[src/rtl/uirq_pkg.sv]
package uirq_pkg;
  localparam int DW       = 32;
  localparam int STICKY_W = 13;

  // live status bit positions
  localparam int LV_RX_TRIG  = 0;
  localparam int LV_RX_EMPTY = 1;
  localparam int LV_RX_FULL  = 2;
  localparam int LV_TX_EMPTY = 3;
  localparam int LV_TX_FULL  = 4;
  localparam int LV_TX_TRIG  = 13;

  // sticky bit positions
  localparam int ST_RX_OVR  = 5;
  localparam int ST_FRAME   = 6;
  localparam int ST_PARITY  = 7;
  localparam int ST_TIMEOUT = 8;
  localparam int ST_MODEM   = 9;
  localparam int ST_TX_TRIG = 10;
  localparam int ST_TX_OVR  = 12;

  localparam int TRIG_RST = 32;

  typedef enum logic [2:0] {
    A_MASK_SET = 3'd0,
    A_MASK_CLR = 3'd1,
    A_MASK     = 3'd2,
    A_STICKY   = 3'd3,
    A_LIVE     = 3'd4,
    A_RX_TRIG  = 3'd5,
    A_TX_TRIG  = 3'd6
  } reg_addr_e;
endpackage

[src/rtl/uirq_live.sv]
module uirq_live
  import uirq_pkg::*;
#(
  parameter int DEPTH = 64,
  parameter int CNT_W = $clog2(DEPTH + 1)
) (
  input  logic [CNT_W-1:0] rx_cnt_i,
  input  logic [CNT_W-1:0] tx_cnt_i,
  input  logic [CNT_W-1:0] rx_trig_i,
  input  logic [CNT_W-1:0] tx_trig_i,
  output logic [DW-1:0]    live_o
);
  localparam logic [CNT_W-1:0] FULL_CNT = CNT_W'(DEPTH);
  localparam int NDIR = 2;  // 0: rx, 1: tx

  logic [NDIR-1:0][CNT_W-1:0] cnt, trig;
  logic [NDIR-1:0] hit, empty, full;

  assign cnt  = {tx_cnt_i, rx_cnt_i};
  assign trig = {tx_trig_i, rx_trig_i};

  for (genvar d = 0; d < NDIR; d++) begin : g_dir
    assign hit[d]   = cnt[d] >= trig[d];
    assign empty[d] = cnt[d] == '0;
    assign full[d]  = cnt[d] == FULL_CNT;
  end

  always_comb begin
    live_o              = '0;
    live_o[LV_RX_TRIG]  = hit[0];
    live_o[LV_RX_EMPTY] = empty[0];
    live_o[LV_RX_FULL]  = full[0];
    live_o[LV_TX_EMPTY] = empty[1];
    live_o[LV_TX_FULL]  = full[1];
    live_o[LV_TX_TRIG]  = hit[1];
  end

  // empty and full exclusive for a nonzero depth
  always_comb begin
    a_r2_rx_empty_full_excl: assert (!(live_o[LV_RX_EMPTY] && live_o[LV_RX_FULL]));
  end
endmodule

[src/rtl/uirq_sticky.sv]
module uirq_sticky #(
  parameter int W = 13
) (
  input  logic         clk_i,
  input  logic         rst_ni,
  input  logic [W-1:0] set_i,
  input  logic [W-1:0] clr_i,
  output logic [W-1:0] q_o
);
  logic [W-1:0] q;

  // set beats clear in the same cycle
  always_ff @(posedge clk_i or negedge rst_ni) begin
    if (!rst_ni) q <= '0;
    else         q <= (q & ~clr_i) | set_i;
  end

  assign q_o = q;

  for (genvar k = 0; k < W; k++) begin : g_chk
    a_r6_set_wins: assert property (@(posedge clk_i) disable iff (!rst_ni)
      set_i[k] |=> q[k]);
    a_r5_w1c: assert property (@(posedge clk_i) disable iff (!rst_ni)
      (clr_i[k] && !set_i[k]) |=> !q[k]);
  end
endmodule

[src/rtl/uirq_mask.sv]
module uirq_mask #(
  parameter int W = 13
) (
  input  logic         clk_i,
  input  logic         rst_ni,
  input  logic         set_we_i,
  input  logic         clr_we_i,
  input  logic [W-1:0] wdata_i,
  output logic [W-1:0] q_o
);
  logic [W-1:0] q;

  always_ff @(posedge clk_i or negedge rst_ni) begin
    if (!rst_ni)       q <= '0;
    else if (set_we_i) q <= q | wdata_i;
    else if (clr_we_i) q <= q & ~wdata_i;
  end

  assign q_o = q;

  a_r7_mask_set: assert property (@(posedge clk_i) disable iff (!rst_ni)
    set_we_i |=> ((q & $past(wdata_i)) == $past(wdata_i)));
  a_r8_mask_clr: assert property (@(posedge clk_i) disable iff (!rst_ni)
    (clr_we_i && !set_we_i) |=> ((q & $past(wdata_i)) == '0));
endmodule

[src/rtl/uirq_level.sv]
module uirq_level #(
  parameter int CNT_W = 7,
  parameter int RST_V = 32
) (
  input  logic             clk_i,
  input  logic             rst_ni,
  input  logic             we_i,
  input  logic [CNT_W-1:0] wdata_i,
  output logic [CNT_W-1:0] q_o
);
  always_ff @(posedge clk_i or negedge rst_ni) begin
    if (!rst_ni)   q_o <= CNT_W'(RST_V);
    else if (we_i) q_o <= wdata_i;
  end

  a_r12_level_load: assert property (@(posedge clk_i) disable iff (!rst_ni)
    we_i |=> (q_o == $past(wdata_i)));
endmodule

[src/rtl/uart_irq_status.sv]
module uart_irq_status
  import uirq_pkg::*;
#(
  parameter int DEPTH = 64,
  parameter int CNT_W = $clog2(DEPTH + 1)
) (
  input  logic             clk_i,
  input  logic             rst_ni,
  input  logic [CNT_W-1:0] rx_count_i,
  input  logic [CNT_W-1:0] tx_count_i,
  input  logic             ev_rx_ovr_i,
  input  logic             ev_frame_i,
  input  logic             ev_parity_i,
  input  logic             ev_timeout_i,
  input  logic             ev_modem_i,
  input  logic             ev_tx_ovr_i,
  input  logic             reg_we_i,
  input  logic [2:0]       reg_addr_i,
  input  logic [DW-1:0]    reg_wdata_i,
  output logic [DW-1:0]    reg_rdata_o,
  output logic             irq_o
);
  localparam int SW = STICKY_W;

  logic [CNT_W-1:0] rx_trig, tx_trig;
  logic [DW-1:0]    live;
  logic [SW-1:0]    sticky, mask, st_set, st_clr;
  logic we_mset, we_mclr, we_st, we_rxt, we_txt;
  logic unused_wdata;

  assign unused_wdata = ^reg_wdata_i;

  assign we_mset = reg_we_i && (reg_addr_i == A_MASK_SET);
  assign we_mclr = reg_we_i && (reg_addr_i == A_MASK_CLR);
  assign we_st   = reg_we_i && (reg_addr_i == A_STICKY);
  assign we_rxt  = reg_we_i && (reg_addr_i == A_RX_TRIG);
  assign we_txt  = reg_we_i && (reg_addr_i == A_TX_TRIG);

  uirq_level #(.CNT_W(CNT_W), .RST_V(TRIG_RST)) u_rx_level (
    .clk_i, .rst_ni, .we_i(we_rxt), .wdata_i(reg_wdata_i[CNT_W-1:0]), .q_o(rx_trig));

  uirq_level #(.CNT_W(CNT_W), .RST_V(TRIG_RST)) u_tx_level (
    .clk_i, .rst_ni, .we_i(we_txt), .wdata_i(reg_wdata_i[CNT_W-1:0]), .q_o(tx_trig));

  uirq_live #(.DEPTH(DEPTH), .CNT_W(CNT_W)) u_live (
    .rx_cnt_i(rx_count_i), .tx_cnt_i(tx_count_i),
    .rx_trig_i(rx_trig), .tx_trig_i(tx_trig), .live_o(live));

  always_comb begin
    st_set             = '0;
    st_set[4:0]        = live[4:0];
    st_set[ST_TX_TRIG] = live[LV_TX_TRIG];
    st_set[ST_RX_OVR]  = ev_rx_ovr_i;
    st_set[ST_FRAME]   = ev_frame_i;
    st_set[ST_PARITY]  = ev_parity_i;
    st_set[ST_TIMEOUT] = ev_timeout_i;
    st_set[ST_MODEM]   = ev_modem_i;
    st_set[ST_TX_OVR]  = ev_tx_ovr_i;
  end

  assign st_clr = we_st ? reg_wdata_i[SW-1:0] : '0;

  uirq_sticky #(.W(SW)) u_sticky (
    .clk_i, .rst_ni, .set_i(st_set), .clr_i(st_clr), .q_o(sticky));

  uirq_mask #(.W(SW)) u_mask (
    .clk_i, .rst_ni, .set_we_i(we_mset), .clr_we_i(we_mclr),
    .wdata_i(reg_wdata_i[SW-1:0]), .q_o(mask));

  always_comb begin
    reg_rdata_o = '0;
    case (reg_addr_i)
      A_MASK:    reg_rdata_o[SW-1:0]    = mask;
      A_STICKY:  reg_rdata_o[SW-1:0]    = sticky;
      A_LIVE:    reg_rdata_o            = live;
      A_RX_TRIG: reg_rdata_o[CNT_W-1:0] = rx_trig;
      A_TX_TRIG: reg_rdata_o[CNT_W-1:0] = tx_trig;
      default:   reg_rdata_o            = '0;
    endcase
  end

  assign irq_o = |(mask & sticky);

  a_r9_mask_direct_ignored: assert property (@(posedge clk_i) disable iff (!rst_ni)
    (reg_we_i && reg_addr_i == A_MASK) |=> $stable(mask));
  a_r10_irq_needs_mask: assert property (@(posedge clk_i) disable iff (!rst_ni)
    (mask == '0) |-> !irq_o);
  a_r3_tx_trig_folds: assert property (@(posedge clk_i) disable iff (!rst_ni)
    live[LV_TX_TRIG] |=> sticky[ST_TX_TRIG]);
  a_r4_bit11_zero: assert property (@(posedge clk_i) disable iff (!rst_ni)
    !sticky[11]);
endmodule

[config.mk]
export PLATFORM = sky130hd
export DESIGN_NAME = uart_irq_status
export DESIGN_NICKNAME = d
export VERILOG_FILES = /design/src/rtl/uirq_pkg.sv /design/src/rtl/uirq_live.sv /design/src/rtl/uirq_sticky.sv /design/src/rtl/uirq_mask.sv /design/src/rtl/uirq_level.sv /design/src/rtl/uart_irq_status.sv
export SDC_FILE = /design/constraint.sdc
export NUM_CORES = 1
export LEC_CHECK = 0
export ABC_AREA = 1
export BUFFER_PORTS_ARGS = -buffer_cell sky130_fd_sc_hd__buf_2
export CORE_MARGIN = 3
export CORE_UTILIZATION = 40
export CTS_BUF_LIST = sky130_fd_sc_hd__clkbuf_16
export CTS_CLUSTER_DIAMETER = 60
export DETAILED_ROUTE_END_ITERATION = 7
export HOLD_SLACK_MARGIN = 0.12
export SLEW_MARGIN = 30
export SYNTH_ARGS = -nofsm -noshare
export SYNTH_HDL_FRONTEND = slang
export SYNTH_HIERARCHICAL = 1
export SYNTH_SLANG_ARGS = --single-unit
[constraint.sdc]
create_clock -name clk_i -period 2.4 [get_ports clk_i]
set_input_delay 0.72 -clock clk_i [delete_from_list [all_inputs] [get_ports clk_i]]
set_output_delay 0.72 -clock clk_i [all_outputs]
set_load 0.01 [all_outputs]
# After elaboration in Yosys (flattened, before gate mapping)
# Index checks and enable logic that the tools add are counted.
# totals
reg_bits	40
latch_bits	0
mem_bits_rw	0
mem_bits_ro	0
in_bits	58
output_inout_bits	33
wordCells	37
mem_count	0
# op_classes
add_sub_neg	0
multipliers	0
div	0
order_cmp	2
eq_ne	8
shift	0
n_mux	6
n_bitwise	7
n_reduce_logical	10
# ops
cell	count
$and 13x13->13	3
$mux 13	3
$pmux 7 s5	1
$not 13->13	2
$or 13x13->13	2
$eq 7x7->1 const B	2
$ge 7x7->1	2
$logic_not 7->1	2
$reduce_or 13->1	1
$pmux 6 s2	1
$eq 3x3->1 const B	3
$eq 3x2->1 const B	2
$logic_and 1x1->1	5
$eq 3x1->1 const B	1
$logic_not 3->1	1
$reduce_bool 2->1	1
$mux 1	1

# Logic depth before layout (Yosys ltp)
# logic_depth
word_depth	6
depth_mapped	12
depth_no_buf	12

# Hierarchy
# Netlist, hierarchy kept.
# by_module_without_submodules
module	n_inst	cells_each	area_each_um2	seq_area_each_um2
uart_irq_status	1	214	933.4	0.0
uirq_live	1	109	651.9	0.0
uirq_level	2	30	270.3	176.4
uirq_mask	1	67	539.3	325.3
uirq_sticky	1	65	520.5	325.3

# Least setup slack after synthesis
# Ideal clock, no wire load.
# synth_path
path_kind	in2out
startpoint	input rx_count_i[6]
endpoint	output reg_rdata_o[0]
arrival_ns	1.566
required_time_ns	1.680
path_slack_ns	0.114
path_stages	9
path_buffers	0
path_cell_list	ha_1 -> nand2_1 -> inv_1 -> a21oi_1 -> nand2_1 -> inv_1 -> nor2_1 -> nor2_1 -> nand2_1
# synth_via
elab_chain_len	2
# synth_rtl
item	line_no	rtl
from (decl)	uart_irq_status.sv:9	input logic [CNT_W-1:0] rx_count_i,
$ge 7x7->1	uirq_live.sv:23	assign hit[d] = cnt[d] >= trig[d];
named net live[0]	uart_irq_status.sv:26	logic [DW-1:0] live;
$pmux 7 s5	uart_irq_status.sv:72	case (reg_addr_i)
to (decl)	uart_irq_status.sv:20	output logic [DW-1:0] reg_rdata_o,
# The timed path passes the listed nets, and every way through them passes these cells.

# Worst setup path after layout
# Same ends and word-level chain as after synthesis.

==> flow_metrics.tcl <==
set metrics [dict create \
    synth_seq_area_share_pct 31.5 \
    core_mm2 0.00749 \
    area_delta_synth_final_pct 26.8 \
    synth_top_family_by_area "simple AND/OR/NAND/NOR gates" \
    clock_power_share_pct 31.2 \
    synth_xor_xnor_area_share_pct 0 \
    timing.reg2reg.worst_path_depth 18 \
    first_global_vias 2699 \
    final.min_clock_period_ns 2.52 \
    tightest_hold_check_type "in -> async" \
    run_status "finished with violations" \
    fin_nets 666 \
    cts_tree "yes" \
    muxShareOfSynthArea_pct 0 \
    internal-power_w 0.00163 \
    postLayoutSetupSlackWorst_ns -0.124 \
    synth_seq_cells 40 \
    placement_rows 31 \
    detail_route.wl_per_cell_um 11.4 \
    finalHoldWorstSlack_ns 0.491 \
    timing.max_cap.violations 0 \
    dp.final_hpwl_mm 5.86 \
    hold_violations 0 \
    reg2reg_to "u_sticky/q_o[0]" \
    drt_wl_total_mm 7.91 \
    critPathLaunch "rx_count_i[6]" \
    timing_worst_slew_pin_value_ns 0.515 \
    drt.antenna.violating_nets 0 \
    clock_skew_ns 0.00380 \
    insertedDiodeCount 0 \
    comb_power_share_pct 31.8 \
    setup_viol 2 \
    postCtsHoldBufs 0 \
    cp.arrival_ns 1.80 \
    max_slew_margin_pct 65.6 \
    synth_simple_gate_area_share_pct 40.4 \
    timing.setup.critical_path_class "in -> out" \
    design_area_mm2 0.00404 \
    sw_frac_of_total_pct 31.3 \
    final_common_cell "sky130_fd_sc_hd__nand2_1" \
    grt_start_max_net_pins 41 \
    cellLeakagePower_nw 2.23 \
    drt-initial-drc-count 167 \
    number_of_antenna_violations_at_the_first_check_in_global_routing 0 \
    switching_power_w 0.000743 \
    grt_overflow 0 \
    global_routing_usage_summed_across_all_routing_layers_pct 18.2 \
    synth-warning-count 6 \
    port_buffers 53 \
    timing.critical_path.from_type "input port" \
    timing.final.crit_share_pct 105 \
    synth-compound-area-share_pct 0.628 \
    globalplace.congestion 0.866 \
    critical_path.reg2reg.startpoint "u_rx_level/q_o[5]" \
    rsz0062_at_grt "yes" \
    htreeDepth 2 \
    via_count 3026 \
    worst_ir_drop_vdd_mv 0.323 \
    failed_checks "setup timing" \
    number_of_clock_buffers_inserted_by_tritoncts 5 \
    avgSynthCellArea_um2 6.19 \
    fraction_of_the_mapped_netlist_area_in_adder_cells_pct 5.50 \
    num_io_pins 91 \
    clock_insertion_delay_worst_skew_ns 0.28 \
    worst_setup_slack_before_clock_tree_synthesis_ns -0.218 \
    die-width_um 95.2 \
    syn-cell-area_mm2 0.00319 \
    number_of_vias_per_cell_after_detailed_routing 4.36 \
    iteration_count_of_the_initial_detailed_routing_pass 6 \
    post_route_cells_drive_above_1_share_pct 25.4 \
    floorplan.die.height_um 95.2 \
    clock_sinks 40 \
    critPathRequiredTime_ns 1.68 \
    seq_power_share_pct 37.0 \
    reg2reg_setup_slack_ns 0.03 \
    slew_viol_final 0 \
    syn-instance-count 515 \
    grt_first_pass_wirelength_mm 12.8 \
    clk_transition_reported_paths_ns 0.06 \
    start_util_pct 42.6 \
    powerDensity_mw_per_mm2 587 \
    critical_path.max_fanout 2 \
    critical_path.endpoint_type "primary output" \
    cts-root-buf "sky130_fd_sc_hd__clkbuf_16" \
    die_area_mm2 0.00907 \
    final_cell_mix "sky130_fd_sc_hd__nand2_1, sky130_fd_sc_hd__inv_1, sky130_fd_sc_hd__nor2_1" \
    post_dp_cell_area_mm2 0.00353 \
    yosys.cell_types.count 22 \
    drcViolationCount 0 \
    clockBufferDepth 2 \
    fmaxAchievable_mhz 396 \
]
## area by class of cell
class | instances | area (µm²)
clock inverter | 3 | 38.8
tap | 99 | 124
fill | 764 | 3450
clock buffer | 5 | 125
sequential | 40 | 1000
timing repair buffer | 84 | 578
inverter | 109 | 418
multi-input combinational | 354 | 1750
## metal layers
layer	track usage, %	vias up	wire length [µm]
li1	-	1611	-
met1	23.7	1329	3580
met2	31.1	76	3820
met3	3.47	10	428
met4	4.45	0	92
met5	0	-	0
## synth_stat cells
| library cell | count | share of area, % |
|---|---|---|
| sky130_fd_sc_hd__nand2_1 | 198 | 23 |
| sky130_fd_sc_hd__dfrtp_1 | 38 | 30 |
| sky130_fd_sc_hd__nand2_2 | 2 | 0.39 |
| sky130_fd_sc_hd__nor4_1 | 2 | 0.39 |
| sky130_fd_sc_hd__buf_2 | 5 | 0.79 |
| sky130_fd_sc_hd__nor2_2 | 10 | 2.0 |
| sky130_fd_sc_hd__nor2_1 | 66 | 7.8 |
| sky130_fd_sc_hd__nand4_1 | 17 | 3.3 |
| sky130_fd_sc_hd__ha_1 | 14 | 5.5 |
| sky130_fd_sc_hd__a21oi_1 | 4 | 0.63 |
| sky130_fd_sc_hd__conb_1 | 2 | 0.24 |
| sky130_fd_sc_hd__inv_2 | 4 | 0.47 |
| sky130_fd_sc_hd__dfstp_2 | 2 | 1.6 |
| sky130_fd_sc_hd__nand3_2 | 1 | 0.31 |
| sky130_fd_sc_hd__nand3_4 | 1 | 0.55 |
| sky130_fd_sc_hd__nor3b_2 | 2 | 0.79 |
| sky130_fd_sc_hd__inv_4 | 1 | 0.20 |
| sky130_fd_sc_hd__nand3_1 | 8 | 1.3 |
| sky130_fd_sc_hd__nor3_1 | 2 | 0.31 |
| sky130_fd_sc_hd__buf_4 | 28 | 6.6 |
| sky130_fd_sc_hd__inv_1 | 104 | 12 |
| sky130_fd_sc_hd__buf_6 | 4 | 1.4 |
## kinds of logic (layout without fill, tap and decap cells)
| group | count (synthesis) | after routing |
|---|---|---|
| DFF | 40 | 40 |
| other | 2 | 27 |
| adders and majority gates | 14 | 14 |
| and+or+nand+nor | 309 | 309 |
| AOI/OAI and AO/OA | 4 | 4 |
| buffers and inverters | 146 | 201 |
## power by group through the flow
stage	clock [W]	sequential, W	combinational, W
floorplan	0	0.000861	0.000390
global placement	0	0.000884	0.000530
detailed placement	0	0.000887	0.000545
CTS	0.000754	0.000875	0.000673
global route	0.000786	0.000894	0.000856
finish	0.000740	0.000878	0.000755
## how the worst max path moves through the flow
stage                                end  slack (ns)  cells after the start
after floorplan           reg_rdata_o[0]        0.11                      9
after global placement    reg_rdata_o[0]       -0.21                     11
after detailed placement  reg_rdata_o[0]       -0.22                     11
after CTS                 reg_rdata_o[0]        -0.1                     11
after global routing      reg_rdata_o[0]       -0.19                     11
final                     reg_rdata_o[0]       -0.12                     11
## critical path, cell delays in order
cell and delay [ns]:
sky130_fd_sc_hd__buf_2 0.12, sky130_fd_sc_hd__ha_4 0.23, sky130_fd_sc_hd__nand2_1 0.07, sky130_fd_sc_hd__nand2_1 0.06
sky130_fd_sc_hd__a21oi_2 0.12, sky130_fd_sc_hd__nand2_2 0.10, sky130_fd_sc_hd__inv_2 0.05, sky130_fd_sc_hd__nor2_1 0.04
sky130_fd_sc_hd__nor2_1 0.09, sky130_fd_sc_hd__nand2_1 0.06, sky130_fd_sc_hd__buf_2 0.14
## what timing repair did
action / 4_1_cts / 5_1_grt
endpoints found under the setup margin: 4 / 12
buffers inserted: 11 / 1
pin swaps: 17 / 18
hold endpoints to repair: 0 / 0
resized for setup: 23 / 39
## stage by stage
stage          TNS, ns  power, W  util (%)  instances
3_5_place_dp    -0.333   0.00143      47.2        674
4_1_cts         -0.220   0.00230      52.2        693
2_1_floorplan        0   0.00125         -        540
3_3_place_gp    -0.307   0.00141      47.2        674
5_1_grt         -0.554   0.00254      54.0        694
6_report        -0.163   0.00237      54.0        694
Power figures use the tool's default switching activity.
